`src/rtl/dt_pkg.sv`:
```
package dt_pkg;
  typedef enum logic [1:0] {
    SEL_SUP = 2'd0,
    SEL_HYP = 2'd1,
    SEL_UHI = 2'd2,
    SEL_ULO = 2'd3
  } dt_sel_e;
endpackage

```
`src/rtl/dt_dec.sv`:
```
// One down-counter with a sign-transition interrupt latch.
module dt_dec #(
  parameter int W = 32
) (
  input  logic         clk,
  input  logic         rst_n,
  input  logic         tick,
  input  logic         load,
  input  logic [W-1:0] load_val,
  input  logic         ack,
  output logic [W-1:0] count,
  output logic         irq
);
  localparam int MSB = W - 1;

  logic [W-1:0] cnt_nxt;
  logic         cnt_en;
  logic         expire;
  logic         neg_load;
  logic         irq_nxt;

  always_comb begin
    cnt_en   = load | tick;
    cnt_nxt  = load ? load_val : (count - {{(W-1){1'b0}}, 1'b1});
    expire   = tick & ~load & (count == '0);
    neg_load = load & load_val[MSB] & ~count[MSB];
    if (expire | neg_load)
      irq_nxt = 1'b1;
    else if (ack)
      irq_nxt = 1'b0;
    else
      irq_nxt = irq;
  end

  always_ff @(posedge clk or negedge rst_n) begin
    if (!rst_n) begin
      count <= '1;
      irq   <= 1'b0;
    end else begin
      if (cnt_en)
        count <= cnt_nxt;
      irq <= irq_nxt;
    end
  end
endmodule

```
`src/rtl/dt_util.sv`:
```
// Utilization up-counter with half-word loads.
module dt_util #(
  parameter int W = 64
) (
  input  logic           clk,
  input  logic           rst_n,
  input  logic           tick,
  input  logic           wr_hi,
  input  logic           wr_lo,
  input  logic [W/2-1:0] wr_val,
  output logic [W-1:0]   count
);
  localparam int HW = W / 2;

  logic [W-1:0] cnt_nxt;
  logic         cnt_en;

  always_comb begin
    cnt_en = tick | wr_hi | wr_lo;
    if (wr_hi)
      cnt_nxt = {wr_val, count[HW-1:0]};
    else if (wr_lo)
      cnt_nxt = {count[W-1:HW], wr_val};
    else
      cnt_nxt = count + {{(W-1){1'b0}}, 1'b1};
  end

  always_ff @(posedge clk or negedge rst_n) begin
    if (!rst_n)
      count <= '0;
    else if (cnt_en)
      count <= cnt_nxt;
  end
endmodule

```
`src/rtl/dual_dec_timer.sv`:
```
module dual_dec_timer
  import dt_pkg::*;
#(
  parameter int DEC_W  = 32,
  parameter int UTIL_W = 2 * DEC_W
) (
  input  logic             clk,
  input  logic             rst_n,
  input  logic             tick,
  input  logic [1:0]       sel,
  input  logic             wr_en,
  input  logic [DEC_W-1:0] wr_data,
  output logic [DEC_W-1:0] rd_data,
  input  logic             ack_sup,
  input  logic             ack_hyp,
  output logic             irq_sup,
  output logic             irq_hyp
);
  localparam int NDEC = 2;
  localparam int HW   = UTIL_W / 2;

  logic [DEC_W-1:0]  dec_cnt [NDEC];
  logic [NDEC-1:0]   dec_load;
  logic [NDEC-1:0]   dec_ack;
  logic [NDEC-1:0]   dec_irq;
  logic [DEC_W-1:0]  sup_count;
  logic [DEC_W-1:0]  hyp_count;
  logic [UTIL_W-1:0] util_count;
  dt_sel_e           sel_e;

  assign sel_e       = dt_sel_e'(sel);
  assign dec_load[0] = wr_en & (sel_e == SEL_SUP);
  assign dec_load[1] = wr_en & (sel_e == SEL_HYP);
  assign dec_ack     = {ack_hyp, ack_sup};

  for (genvar i = 0; i < NDEC; i++) begin : g_dec
    dt_dec #(.W(DEC_W)) u_dec (
      .clk      (clk),
      .rst_n    (rst_n),
      .tick     (tick),
      .load     (dec_load[i]),
      .load_val (wr_data),
      .ack      (dec_ack[i]),
      .count    (dec_cnt[i]),
      .irq      (dec_irq[i])
    );
  end

  assign sup_count = dec_cnt[0];
  assign hyp_count = dec_cnt[1];
  assign irq_sup   = dec_irq[0];
  assign irq_hyp   = dec_irq[1];

  dt_util #(.W(UTIL_W)) u_util (
    .clk    (clk),
    .rst_n  (rst_n),
    .tick   (tick),
    .wr_hi  (wr_en & (sel_e == SEL_UHI)),
    .wr_lo  (wr_en & (sel_e == SEL_ULO)),
    .wr_val (wr_data[HW-1:0]),
    .count  (util_count)
  );

  always_comb begin
    unique case (sel_e)
      SEL_SUP: rd_data = sup_count;
      SEL_HYP: rd_data = hyp_count;
      SEL_UHI: rd_data = util_count[UTIL_W-1:HW];
      default: rd_data = util_count[HW-1:0];
    endcase
  end
endmodule

```
`config.mk`:
```
export PLATFORM = sky130hd
export DESIGN_NAME = dual_dec_timer
export DESIGN_NICKNAME = d
export VERILOG_FILES = /design/src/rtl/dt_pkg.sv /design/src/rtl/dt_dec.sv /design/src/rtl/dt_util.sv /design/src/rtl/dual_dec_timer.sv
export SDC_FILE = /design/constraint.sdc
export NUM_CORES = 1
export LEC_CHECK = 0
export CAP_MARGIN = 20
export CORE_UTILIZATION = 31
export CTS_BUF_LIST = sky130_fd_sc_hd__clkbuf_4
export DETAILED_ROUTE_END_ITERATION = 6
export GPL_TIMING_DRIVEN = 0
export PLACE_DENSITY = 0.49
export SLEW_MARGIN = 20
export SYNTH_ARGS = -nofsm -noshare
export SYNTH_HDL_FRONTEND = slang
export SYNTH_HIERARCHICAL = 1
export SYNTH_SLANG_ARGS = --single-unit
```
`constraint.sdc`:
```
create_clock -name clk -period 4.4 [get_ports clk]
set_input_delay 0.88 -clock clk [delete_from_list [all_inputs] [get_ports clk]]
set_output_delay 0.88 -clock clk [all_outputs]
set_load 0.01 [all_outputs]
```
=== Word level (Yosys, flattened, before mapping) ===
Cells that the tools add are included.

* $add $sub $neg: 3
* Multiply operators: 0
* Div/mod/pow operators: 0
* Magnitude comparators: 0
* Equality and inequality tests: 4
* Shift-type cells: 0
* Mux-type cells: 9
* Bitwise operators: 23
* Reduce and logical (&&, ||, !) cells: 7

{| class="wikitable"
|+ Operators with widths
! operator !! count
|-
| 2-to-1 mux 64 bit || 2
|-
| one-hot mux 32 bit (3 select lines) || 1
|-
| adder 64 x 1 -> 64 bit (second input constant) || 1
|-
| zero test 32 bit || 2
|-
| 2-to-1 mux 32 bit || 2
|-
| subtractor 32 x 1 -> 32 bit (second input constant) || 2
|-
| bitwise AND 1 bit || 12
|-
| OR 1 bit || 6
|-
| NOT 1 bit || 5
|-
| equality test 2 bit (second input constant) || 2
|-
| 2-to-1 mux 1 bit || 4
|-
| AND reduction 2 bit || 2
|-
| nonzero test 2 bit || 2
|-
| equality test 2 x 1 -> 1 bit (second input constant) || 1
|-
| zero test 2 bit || 1
|-
| inequality test 2 x 1 -> 1 bit (second input constant) || 1
|}

* Flip-flop bits (word level): 130
* Bits in latches: 0
* Bits in writable memories: 0
* ROM bits: 0
* Bits of input ports: 40
* Memories kept: 0

=== Depth between registers and ports, before layout ===
Gate-level depths: netlist (run 1).

* Word-level depth: 7
* Gate-level depth with buffers: 10
* Mapped depth without buffers: 6

=== Cells and area by module ===
The synthesis (run 1) kept the hierarchy.

{| class="wikitable"
|+ By module, submodules not included
! module !! times used !! cells an instance !! area each (µm²)
|-
| dt_util || 1 || 533 || 4211.5
|-
| dt_dec || 2 || 229 || 2037.0
|-
| dual_dec_timer || 1 || 44 || 849.6
|}

=== Least setup slack after synthesis (run 1) ===
OpenSTA, ideal clock, no wires.

* Path type: in2reg
* Start: in sel[1]
* End: reg u_util.count[62]
* Setup time: 0.126 ns
* Arrival time: 2.981 ns
* Required time: 4.274 ns
* Setup slack: 1.292 ns
* Cell stages on the path: 10
* Buffers on the path: 4
* Cell sequence: buf_2 buf_2 and3_1 clkbuf_1 nand2b_1 clkbuf_1 nor2_1 nand2_1 or4_1 a311o_1

* Longest elaborated chain between the ends: 5
* Elaborated cells on any way between the ends: 9
* Those cells by class: eq/ne (3); mux (1); bitwise (4); reduce/logical (1)

{| class="wikitable"
|+ RTL lines
! what !! RTL line !! text
|-
| start: declaration || dual_dec_timer.sv:10 || <nowiki>input logic [1:0] sel,</nowiki>
|-
| equality test 2 bit || dual_dec_timer.sv:58 || <nowiki>.wr_hi (wr_en & (sel_e == SEL_UHI)),</nowiki>
|-
| bitwise AND 1 bit || dual_dec_timer.sv:58 ||
|-
| OR 1 bit (2 in a row) || dt_util.sv:19 || <nowiki>cnt_en = tick | wr_hi | wr_lo;</nowiki>
|-
| AND reduction 2 bit (no line) || -- ||
|-
| end signal: assignment || dt_util.sv:32 || <nowiki>count <= cnt_nxt;</nowiki>
|-
| end: declaration || dt_util.sv:11 || <nowiki>output logic [W-1:0] count</nowiki>
|}

Several ways; a longest one is shown, not always the timed one.
A chain may end at the register's enable or synchronous reset.

=== Worst setup path in the final report (run 1) ===
* Start: in wr_en
* End: reg u_util.count[62]

* Longest elaborated chain between the ends: 4
* Elaborated cells on any way between the ends: 7
* Those cells by class: eq/ne (1); mux (1); bitwise (4); reduce/logical (1)

{| class="wikitable"
|+ RTL lines
! what !! RTL line !! text
|-
| start: declaration || dual_dec_timer.sv:11 || <nowiki>input logic wr_en,</nowiki>
|-
| bitwise AND 1 bit || dual_dec_timer.sv:58 ||
|-
| OR 1 bit (2 in a row) || dt_util.sv:19 ||
|-
| AND reduction 2 bit (no line) || -- ||
|}

Several ways; a longest one is shown, not always the timed one.

==> metrics.csv, run 1 <==
stage,metric,value,unit
run_status,status,"finished, final reports clean",
timing,setup violators final,0,
power_and_ir_drop,Pint,2.57,mW
timing,Final Max Slew Viols,0,
cells_and_area,most frequent cells in the layout,"nor2_1, nand2_1, o21ai_0, clkdlybuf4s50_1, dfrtp_1",
synthesis,Seq cells post-synth,130,
power_and_ir_drop,Peak VDD IR,0.119,mV
power_and_ir_drop,Gate power share,30.4,%
timing,RSZ-0062 raised after global routing,false,
power_and_ir_drop,P_leak,3.52,nW
synthesis,Synth top area share,18.4,%
worst_setup_path,Crit Path Class,primary input to flop,
floorplan,DIE AREA,30200,um^2
timing,fin crit period,3440,ps
synthesis,ranking of synthesized cells by area,"dfstp_2, dfrtp_1, mux4_2",
worst_setup_path,crit end category,flop,
worst_setup_path,crit path DAT,3890,ps
synthesis,Post-synth ARST share,100,%
timing,"Hold Vio Cnt, Final",0,
clock_network,post-CTS sizing,0,
clock_network,"Reg clk slew, reported paths",130,ps
job,max_cap viols,0,
synthesis,Post-Syn Area,9140,um^2
synthesis,Yosys top cell by area,dfstp_2,
floorplan,die height,174,um
drt,DRC violations left,0,
worst_setup_path,Worst Reg2Reg Path Length in Cells,5,
min_path,Worst Hold Class,primary input to async pin,
timing,crit share post-route,78.3,%
cells_and_area,share of post-route cells with drive strength above 1,13.9,%
synthesis,number of enable flip-flop cells after synthesis,0,
placement,input/output buffers,71,
synthesis,top_reg_cell synth,dfrtp_1,
placement,hpwl dp,29.2,mm
grt,first-pass GRT wire length,56.8,mm
timing,Max-slew headroom,26.2,%
power_and_ir_drop,Sw Share,40.6,%
power_and_ir_drop,clock power share,20.2,%
cells_and_area,"most common cell after layout, fill and taps aside",nor2_1,
worst_setup_path,WP data required,4850,ps
placement,Post-DP Area,10400,um^2
floorplan,site row count,62,
timing,Max Fclk,0.290,GHz
clock_network,hold buffers post-CTS,0,
worst_setup_path,critical path peak fanout,9,
synthesis,Syn Area/Cell,8.83,um^2
timing,setup_tns,0,ps
worst_setup_path,Worst R2R Setup Slack,1260,ps
floorplan,core area,28900,um^2
cells_and_area,Synth-to-Final Area Change,16.5,%
floorplan,io pins,74,
cells_and_area,Nets,1170,
worst_setup_path,CP startpoint kind,primary input,
drt,vias per std cell,6.19,
timing,worst slew pin tran,1100,ps
clock_network,CTS tree,done,
grt,largest net degree at the start of global routing,83,
worst_setup_path,Worst R2R Start,u_util/count[26]$_DFFE_PN0P_,
clock_network,Post CTS Setup Buffer Count,0,
floorplan,initial core utilization,31.7,%
clock_network,clock sink total,130,
drt,detailed router's first-iteration violation count,973,
drt,drt pass-1 iters,6,
power_and_ir_drop,Sw Pwr,1.76,mW
synthesis,Syn Nets,1078,
clock_network,CTS buffer count,17,
power_and_ir_drop,Tot Pwr,4.32,mW
grt,GR Util All Layers,25.3,%
placement,GP Congestion,0.952,
synthesis,warnings from Yosys,6,
synthesis,Syn Inst Count,1035,
synthesis,count of cell types in the netlist,67,
grt,vias in the first global route,8680,
grt,initial antenna violation count,2,
cells_and_area,Final Util,36.9,%
clock_network,clock latency on the worst-skew pair,560,ps
timing,Clock Skew,32.7,ps
worst_setup_path,reg2reg end,u_util/count[47]$_DFFE_PN0P_,
clock_network,clk buf depth,2,
drt,ANT nets after route,0,
floorplan,Die X,174,um
drt,Detailed Route WL,38.1,mm
grt,grt total ovfl,0,
drt,routed len/inst,25.0,um
cells_and_area,cell area after layout,10600,um^2
clock_network,Root Buffer,clkbuf_4,
synthesis,register area share after synthesis,36.5,%
power_and_ir_drop,pwr dens,406,nW/um^2
power_and_ir_drop,Reg power frac,49.5,%
clock_network,CTS H-Tree Depth,4,
drt,Via Count,9439,
cell type report:
class	count	area, um^2
Antenna cell	1	2.50
Buffer	71	325
Clock buffer	19	143
Clock inverter	12	134
Fill cell	3056	18200
Inverter	21	78.8
Multi-Input combinational cell	813	5400
Sequential cell	130	3330
Tap cell	384	480
Timing Repair Buffer	73	748
power by group through the flow:
stage / logic, mW / registers (mW) / clock network (mW)
after global placement: 1.29 / 2.13 / 0
after floorplan: 0.849 / 1.90 / 0
after detailed placement: 1.31 / 2.13 / 0
after CTS: 1.31 / 2.11 / 0.900
final: 1.31 / 2.14 / 0.871
after global routing: 1.43 / 2.19 / 0.949
cells in the mapped netlist, types with 7 or more instances:
cell / number
buf_2: 9
a21oi_1: 39
clkbuf_1: 56
xor2_1: 20
o31ai_1: 43
xnor2_1: 7
dfrtp_1: 66
inv_1: 20
and4_1: 7
and3_1: 17
or3_1: 26
dfstp_2: 64
o22ai_1: 7
nor4_1: 25
nor3_1: 30
nor2b_1: 9
nand2_1: 85
or4_1: 49
nor2_1: 92
mux4_2: 28
nand4_1: 43
o21ai_0: 81
nand3_1: 48
a31oi_1: 60
cells by family (layout without fill, tap and decap cells):
group                      Yosys count  after routing  synth area share, %
xor gates and xnor gates            27             27                 2.59
muxes                               39             39                 8.85
AOI/OAI and AO/OA                  277            277                 19.2
other                                0              1                    0
DFF                                130            130                 36.5
adders and majority gates            3              3                0.411
and+or+nand+nor                    467            467                 28.1
buffers and inverters               92            196                 4.42
through the flow:
stage	std cells	hold slack, ps	setup WS [ps]
2_1_floorplan	1035	485	1290
3_3_place_gp	1490	515	-3430
3_5_place_dp	1491	524	397
4_1_cts	1522	194	1010
5_1_grt	1524	196	871
6_report	1524	220	957
worst max-delay path by stage:
stage,startpoint,to,slack (ps)
after global placement,rst_n,u_util/count[35]$_DFFE_PN0P_,-3430
after floorplan,sel[1],u_util/count[62]$_DFFE_PN0P_,1290
final,wr_en,u_util/count[62]$_DFFE_PN0P_,960
after CTS,wr_en,u_util/count[62]$_DFFE_PN0P_,1010
after global routing,wr_en,u_util/count[62]$_DFFE_PN0P_,870
after detailed placement,wr_en,u_util/count[62]$_DFFE_PN0P_,400
metal layers:
| metal | track usage (%) | part of all wire, % | up-vias | wire, um |
|---|---|---|---|---|
| met4 | 10.5 | 3.8 | 2 | 1470 |
| li1 | - | - | 4239 | - |
| met2 | 38.0 | 44 | 428 | 16900 |
| met3 | 4.52 | 7.8 | 76 | 2960 |
| met1 | 35.8 | 44 | 4694 | 16700 |
| met5 | 0 | 0.024 | - | 9 |
critical path, cell delays in order:
cell             delay (ps)
clkdlybuf4s50_1         490
and3_1                  220
clkbuf_1                270
nand2b_1                230
clkbuf_1                190
nor2_1                  520
nand2_1                 170
or4_1                   550
a311o_1                 360
sequential cells by signal (all words and copies together) (netlist names):
register           count
g_dec.u_dec/count     64
u_util/count          64
g_dec.u_dec/irq        2
Power figures use the tool's default switching activity.
==> run 2: changes to the inputs <==
Settings changed: PLACE_DENSITY 0.49 to 0.51.
Clock period 4.4 ns to 3.1 ns, I/O delays scaled along.
==> run 2 against run 1 <==
Sequential power is 42% higher. Clock power up 76%. Non-clock buffer count grew 2. First-iteration DRC count rose by 3.4%. Worst hold slack improved by 310 ps. Utilization grew 0.45 points. Routed wire length grew 0.41%. Critical path type unchanged.
==> metrics.csv, run 2 (same netlist as run 1, synthesis figures left out) <==
stage,metric,value,unit,change
grt,initial antenna violation count,1,,-1
timing,final hold slack,533,ps,+314 ps
worst_setup_path,critical path peak fanout,10,,+1
timing,fin crit period,2950,ps,
worst_setup_path,"Slowest-stage cell, CP",nor2_1,,
timing,Final Max Slew Viols,0,,unchanged
cells_and_area,Synth-to-Final Area Change,17.9,%,
floorplan,core area,28900,um^2,unchanged
drt,ANT nets after route,0,,unchanged
cells_and_area,"most common cell after layout, fill and taps aside",nor2_1,,
run_status,status,"finished, final reports clean",,
cells_and_area,share of post-route cells with drive strength above 1,14.1,%,+0.23 points
cells_and_area,biggest regs,"g_dec.u_dec/count: 64 flops, u_util/count: 64 flops, g_dec.u_dec/irq: 2 flops",,
drt,detailed router's first-iteration violation count,1006,,+3.4%
drt,Via Count,9548,,+1.2%
grt,largest net degree at the start of global routing,81,,-2.4%
timing,Max Fclk,0.339,GHz,
timing,Max-slew headroom,24.0,%,-2.2 points
timing,Clock Skew,27.7,ps,-5.07 ps
floorplan,DIE AREA,30200,um^2,unchanged
timing,crit share post-route,95.3,%,
cells_and_area,Filler Cell Count,2972,,-2.7%
drt,Top Metal Used,met4,,
cells_and_area,most frequent cells in the layout,"nor2_1, nand2_1, o21ai_0, clkdlybuf4s50_1, dfrtp_1",,
drt,routed length on met2,17.6,mm,+3.6%
power_and_ir_drop,Peak VDD IR,0.202,mV,+70%
worst_setup_path,"slowest stage delay, CP",720,ps,+170 ps
floorplan,io pins,74,,unchanged
worst_setup_path,worst-path cell chain,"clkdlybuf4s50_1, and3_1, clkbuf_1, nor2_1, nor2_1, clkbuf_1, a21oi_1, a21oi_1",,
clock_network,CTS buffer count,17,,unchanged
drt,routed len/inst,25.1,um,+0.15%
worst_setup_path,WP buf/inv,3,,unchanged
placement,input/output buffers,71,,unchanged
floorplan,initial core utilization,31.7,%,unchanged
worst_setup_path,WP data required,3600,ps,-1250 ps
placement,GP Congestion,0.932,,-2.0%
clock_network,clock sink total,130,,unchanged
worst_setup_path,CP startpoint kind,primary input,,
worst_setup_path,crit end category,flop,,
drt,vias per std cell,6.25,,+0.89%
drt,drt pass-1 iters,5,,-1
clock_network,Root Buffer,clkbuf_4,,
floorplan,Die X,174,um,unchanged
clock_network,clock latency on the worst-skew pair,580,ps,+20 ps
cells_and_area,Nets,1172,,+0.17%
job,max_cap viols,0,,unchanged
grt,grt total ovfl,0,,unchanged
timing,RSZ-0062 raised after global routing,false,,
clock_network,clk buf depth,2,,unchanged
grt,GR Util All Layers,25.5,%,+0.15 points
timing,worst slew pin tran,1130,ps,+32.9 ps
worst_setup_path,crit path DAT,3450,ps,-440 ps
worst_setup_path,Worst R2R Setup Slack,160,ps,-1100 ps
worst_setup_path,critical path's top delay family,buffers and inverters,,
clock_network,"Reg clk slew, reported paths",130,ps,about the same
drt,DRC violations left,0,,unchanged
drt,WL met3,2.31,mm,-22%
power_and_ir_drop,pwr dens,598,nW/um^2,+47%
power_and_ir_drop,P_leak,3.59,nW,+1.8%
timing,setup violators final,0,,unchanged
timing,"Hold Vio Cnt, Final",0,,unchanged
grt,vias in the first global route,8838,,+1.8%
floorplan,die height,174,um,unchanged
worst_setup_path,Crit Path Class,primary input to flop,,
grt,first-pass GRT wire length,57.5,mm,+1.2%
floorplan,site row count,62,,unchanged
placement,hpwl dp,29.1,mm,-0.19%
clock_network,CTS tree,done,,
cells_and_area,Final Util,37.3,%,+0.45 points
clock_network,CTS H-Tree Depth,4,,unchanged
drt,Detailed Route WL,38.3,mm,+0.41%
min_path,Worst Hold Class,flop to flop,,
drt,WL met1,17.1,mm,+2.1%
-- run 2: power by group --
| part | total [mW] | internal [mW] | switching, mW |
|---|---|---|---|
| logic | 1.87 | 0.900 | 0.968 |
| registers | 3.04 | 2.25 | 0.791 |
| clock network | 1.53 | 0.798 | 0.736 |
| total | 6.44 | 3.95 | 2.49 |
-- run 2: cell type report --
class	count	area, um^2	area share (%)
sequential	130	3330	30.9
multi-input combinational	813	5420	50.3
timing repair buffer	75	771	7.15
clock buffer	17	128	1.18
buffer	71	325	3.02
antenna	2	5.00	0.0465
clock inverter	15	235	2.18
tap	384	480	4.46
inverter	21	78.8	0.732
-- run 2: final timing paths --
check                      cells after the start                                  from                                   end
max in group asynchronous                      3                                 rst_n          u_util/count[14]$_DFFE_PN0P_
setup / recovery                               8                                 wr_en          u_util/count[17]$_DFFE_PN0P_
hold reg to reg                                2  g_dec[1].u_dec/count[26]$_DFFE_PN1P_  g_dec[1].u_dec/count[26]$_DFFE_PN1P_
min in group asynchronous                      2                                 rst_n        g_dec[0].u_dec/irq$_DFFE_PN0P_
setup reg to reg                               5          u_util/count[38]$_DFFE_PN0P_          u_util/count[62]$_DFFE_PN0P_
hold / removal                                 2  g_dec[1].u_dec/count[26]$_DFFE_PN1P_  g_dec[1].u_dec/count[26]$_DFFE_PN1P_
-- run 2: routing by layer --
layer	vias up	track usage, %
li1	4247	-
met1	4784	36.2
met2	443	39.5
met3	74	2.65
met4	0	10.3
met5	-	0
-- run 2: stage by stage --
step | TNS, ps | worst slack [ps] | instance area (um^2) | power, mW | instances
finish | 0 | 147 | 10800 | 6.44 | 1528
floorplan | 0 | 252 | 9140 | 3.90 | 1035
global placement | -479200 | -4410 | 10300 | 4.85 | 1490
global route | 0 | 3.96 | 10800 | 6.79 | 1527
CTS | 0 | 18.3 | 10700 | 6.44 | 1524
detailed placement | -25210 | -670 | 10400 | 4.88 | 1491
-- run 2: what timing repair did --
item / CTS / global route
pin swaps: 0 / 1
endpoints found under the setup margin: 1 / 16
buffers inserted: 0 / 2
hold buffers: 1 / 0
gates resized for setup: 1 / 3
hold endpoints to repair: 6 / 0
-- run 2: worst min-delay path: stages, from the launching register on --
cell,delay [ps]
dfstp_2,410
o31ai_1,60
a31oi_1,80
==> run 3: changes to the inputs <==
Settings changed: PLACE_DENSITY 0.51 to 0.49, SYNTH_HIERARCHICAL 1 to not set.
Clock period 3.1 ns to 3.7 ns, I/O delays scaled along.
==> run 3 against run 2 <==
The run now ends with DRC left. Combinational power fell by 24%. Clock power fell by 35%. Design area fell by 5.7%. Non-clock buffer count fell by 18. Sequential share of layout area rose by 1.9 points. Power fell by 25%. Largest power group unchanged.
==> metrics.csv, run 3 <==
stage,metric,value,unit,change
run_status,status,"finished, violations left",,
run_status,failing checks,DRC,,
synthesis,Seq cells post-synth,130,,unchanged
timing,Max-slew headroom,35.3,%,+11 points
synthesis,warnings from Yosys,0,,-6
cells_and_area,Synth-to-Final Area Change,17.3,%,
grt,GR Util All Layers,25.2,%,-0.24 points
drt,routed len/inst,24.4,um,-2.8%
drt,Detailed Route WL,35.2,mm,-8.1%
grt,grt total ovfl,0,,unchanged
floorplan,io pins,74,,unchanged
synthesis,Syn Area/Cell,8.95,um^2,+1.4%
synthesis,Syn Inst Count,968,,-6.5%
synthesis,Synth top area share,19.4,%,+1.0 points
clock_network,CTS tree,done,,
synthesis,register area share after synthesis,38.5,%,+2.0 points
floorplan,DIE AREA,28600,um^2,-5.1%
drt,drt pass-1 iters,7,,+2
synthesis,Post-Synth Adder-Cell Area,0.433,%,+0.023 points
cells_and_area,biggest regs,"g_dec.u_dec.count: 64 flops, u_util.count: 64 flops, g_dec.u_dec.irq: 2 flops",,
synthesis,"count leader, synth",nand2_1,,
cells_and_area,most frequent cells in the layout,"nand2_1, o21ai_0, nor2_1, clkdlybuf4s50_1, dfrtp_1",,
clock_network,CTS H-Tree Depth,4,,unchanged
synthesis,number of enable flip-flop cells after synthesis,0,,unchanged
worst_setup_path,crit end category,primary output,,
synthesis,Yosys top cell by area,dfstp_2,,
timing,fin crit period,3600,ps,
worst_setup_path,Worst setup startpoint,sel[1],,
placement,GP Congestion,0.878,,-5.8%
timing,Final WS setup,95.2,ps,-51.8 ps
floorplan,initial core utilization,31.9,%,+0.21 points
floorplan,site row count,60,,-3.2%
power_and_ir_drop,Peak VDD IR,0.193,mV,-4.3%
timing,"Hold Vio Cnt, Final",0,,unchanged
synthesis,ranking of synthesized cells by area,"dfstp_2, dfrtp_1, mux4_2",,
worst_setup_path,WP data required,2960,ps,-640 ps
floorplan,Die X,169,um,-2.6%
grt,initial antenna violation count,1,,unchanged
worst_setup_path,Worst R2R Start,u_util.count[3]$_DFFE_PN0P_,,
worst_setup_path,Worst R2R Setup Slack,700,ps,+540 ps
worst_setup_path,CP startpoint kind,primary input,,
cells_and_area,Nets,1101,,-6.1%
timing,setup_tns,0,ps,unchanged
worst_setup_path,critical path peak fanout,10,,unchanged
synthesis,Syn Nets,1011,,-6.2%
placement,post-place setup slack,-634,ps,+35.8 ps
timing,crit share post-route,97.4,%,
clock_network,Root Buffer,clkbuf_4,,
clock_network,CTS buffer count,17,,unchanged
clock_network,hold buffers post-CTS,0,,-1
cells_and_area,Final Non-Filler Cells,1444,,-5.5%
synthesis,xor and xnor area share after synthesis,8.80,%,+6.2 points
drt,DRC violations left,3,,+3
synthesis,Post-synth ARST share,100,%,unchanged
cells_and_area,multi-input logic area,5060,um^2,-6.6%
grt,first-pass GRT wire length,52.6,mm,-8.4%
timing,RSZ-0062 raised after global routing,false,,
drt,detailed router's first-iteration violation count,799,,-21%
drt,ANT nets after route,0,,unchanged
cells_and_area,flip-flop and latch area,3330,um^2,unchanged
floorplan,core area,27200,um^2,-5.8%
power_and_ir_drop,pwr dens,474,nW/um^2,-21%
clock_network,post-CTS sizing,14,,+13
power_and_ir_drop,Tot Pwr,4.81,mW,-25%
clock_network,"Reg clk slew, reported paths",120,ps,about the same
placement,hpwl dp,26.7,mm,-8.4%
placement,dpl cells,1411,,-5.4%
cells_and_area,share of post-route cells with drive strength above 1,15.5,%,+1.4 points
cells_and_area,Final Util,37.4,%,+0.054 points
synthesis,mux cell area share after synthesis,9.80,%,+0.95 points
power_and_ir_drop,P_leak,3.33,nW,-7.0%
cells_and_area,Filler Cell Count,2831,,-4.7%
cells_and_area,"most common cell after layout, fill and taps aside",nand2_1,,
synthesis,post-synthesis compound-gate area fraction,10.9,%,-8.2 points
grt,largest net degree at the start of global routing,81,,unchanged
drt,Via Count,8393,,-12%
synthesis,Synth Area in Simple Gates,28.3,%,+0.23 points
synthesis,top_reg_cell synth,dfrtp_1,,
floorplan,die height,169,um,-2.6%
clock_network,clock sink total,130,,unchanged
drt,vias per std cell,5.81,,-7.0%
min_path,Worst Hold Class,primary input to async pin,,
timing,setup violators final,0,,unchanged
timing,Clock Skew,23.3,ps,-4.36 ps
grt,vias in the first global route,7920,,-10%
clock_network,Post CTS Setup Buffer Count,0,,unchanged
placement,input/output buffers,70,,-1.4%
synthesis,Post-synth top cells,"nand2_1, o21ai_0, nor2_1",,
synthesis,count of cell types in the netlist,65,,-3.0%
job,max_cap viols,0,,unchanged
timing,Final Max Slew Viols,0,,unchanged
synthesis,Post-Syn Area,8660,um^2,-5.2%
synthesis,main combinational cell family by area after synthesis,simple AND/OR/NAND/NOR gates,,
clock_network,clk buf depth,2,,unchanged
clock_network,clock latency on the worst-skew pair,570,ps,about the same
timing,Max Fclk,0.277,GHz,
worst_setup_path,Crit Path Class,primary input to primary output,,
timing,worst slew pin tran,961,ps,-169 ps
worst_setup_path,crit path DAT,2860,ps,-590 ps
[run 3: changes by cell type after synthesis, sizes merged, moves of 9 or more]
cell,previous run,this run
nor4,26,45
or4,51,19
nand3,48,37
a31oi,60,11
nand2,85,140
xnor2,7,57
nor3,30,39
o31ai,43,3
xor2,20,30
and3,17,7
nor2,92,76
a21oi,39,13
[run 3: worst paths after layout]
check,end,cells past startpoint
max,rd_data[18],5
min in group clk,g_dec[1].u_dec.irq$_DFFE_PN0P_,2
max reg2reg,u_util.count[33]$_DFFE_PN0P_,5
max in group asynchronous,g_dec[0].u_dec.count[3]$_DFFE_PN1P_,2
min reg2reg,g_dec[1].u_dec.irq$_DFFE_PN0P_,2
min,g_dec[1].u_dec.irq$_DFFE_PN0P_,1
[run 3: kinds of logic after synthesis]
group           Yosys count
compound gates          160
xor+xnor                 87
fa+ha+maj                 3
buf+inv                  72
flops                   130
mux                      44
simple gates            472
[run 3: cell type report]
type	count	share of cell area, %
multi-input cells	766	49.8
flip-flops and latches	130	32.8
repair buffers	71	7.22
well taps	372	4.58
plain buffers	57	2.45
clock buffers	20	1.48
clock inverters	12	1.11
inverters	15	0.554
diodes	1	0.0246
[run 3: worst max-delay path, stage by stage]
cell and delay (ps):
clkdlybuf4s50_1 600, buf_2 300, clkbuf_4 320, mux4_2 380, clkdlybuf4s50_1 510
[run 3: routing by layer]
| layer | vias to the layer above | global-route usage [%] | share of wire, % |
|---|---|---|---|
| met2 | 358 | 39.3 | 46 |
| met3 | 49 | 2.96 | 5.5 |
| met5 | - | 0 | 0 |
| li1 | 3769 | - | - |
| met1 | 4217 | 36.1 | 46 |
| met4 | 0 | 8.50 | 2.7 |
[run 3: metrics by stage]
stage          cell area [um^2]  hold WS [ps]
3_5_place_dp               9870           524
6_report                  10200          75.5
5_1_grt                   10200          72.2
2_1_floorplan              8660           444
4_1_cts                   10200          53.8
3_3_place_gp               9830           522
[run 3: report_power, final]
group	total (mW)	switching [mW]	internal, mW
clock network	0.997	0.583	0.414
logic	1.43	0.720	0.710
registers	2.38	0.524	1.86
total	4.81	1.83	2.98
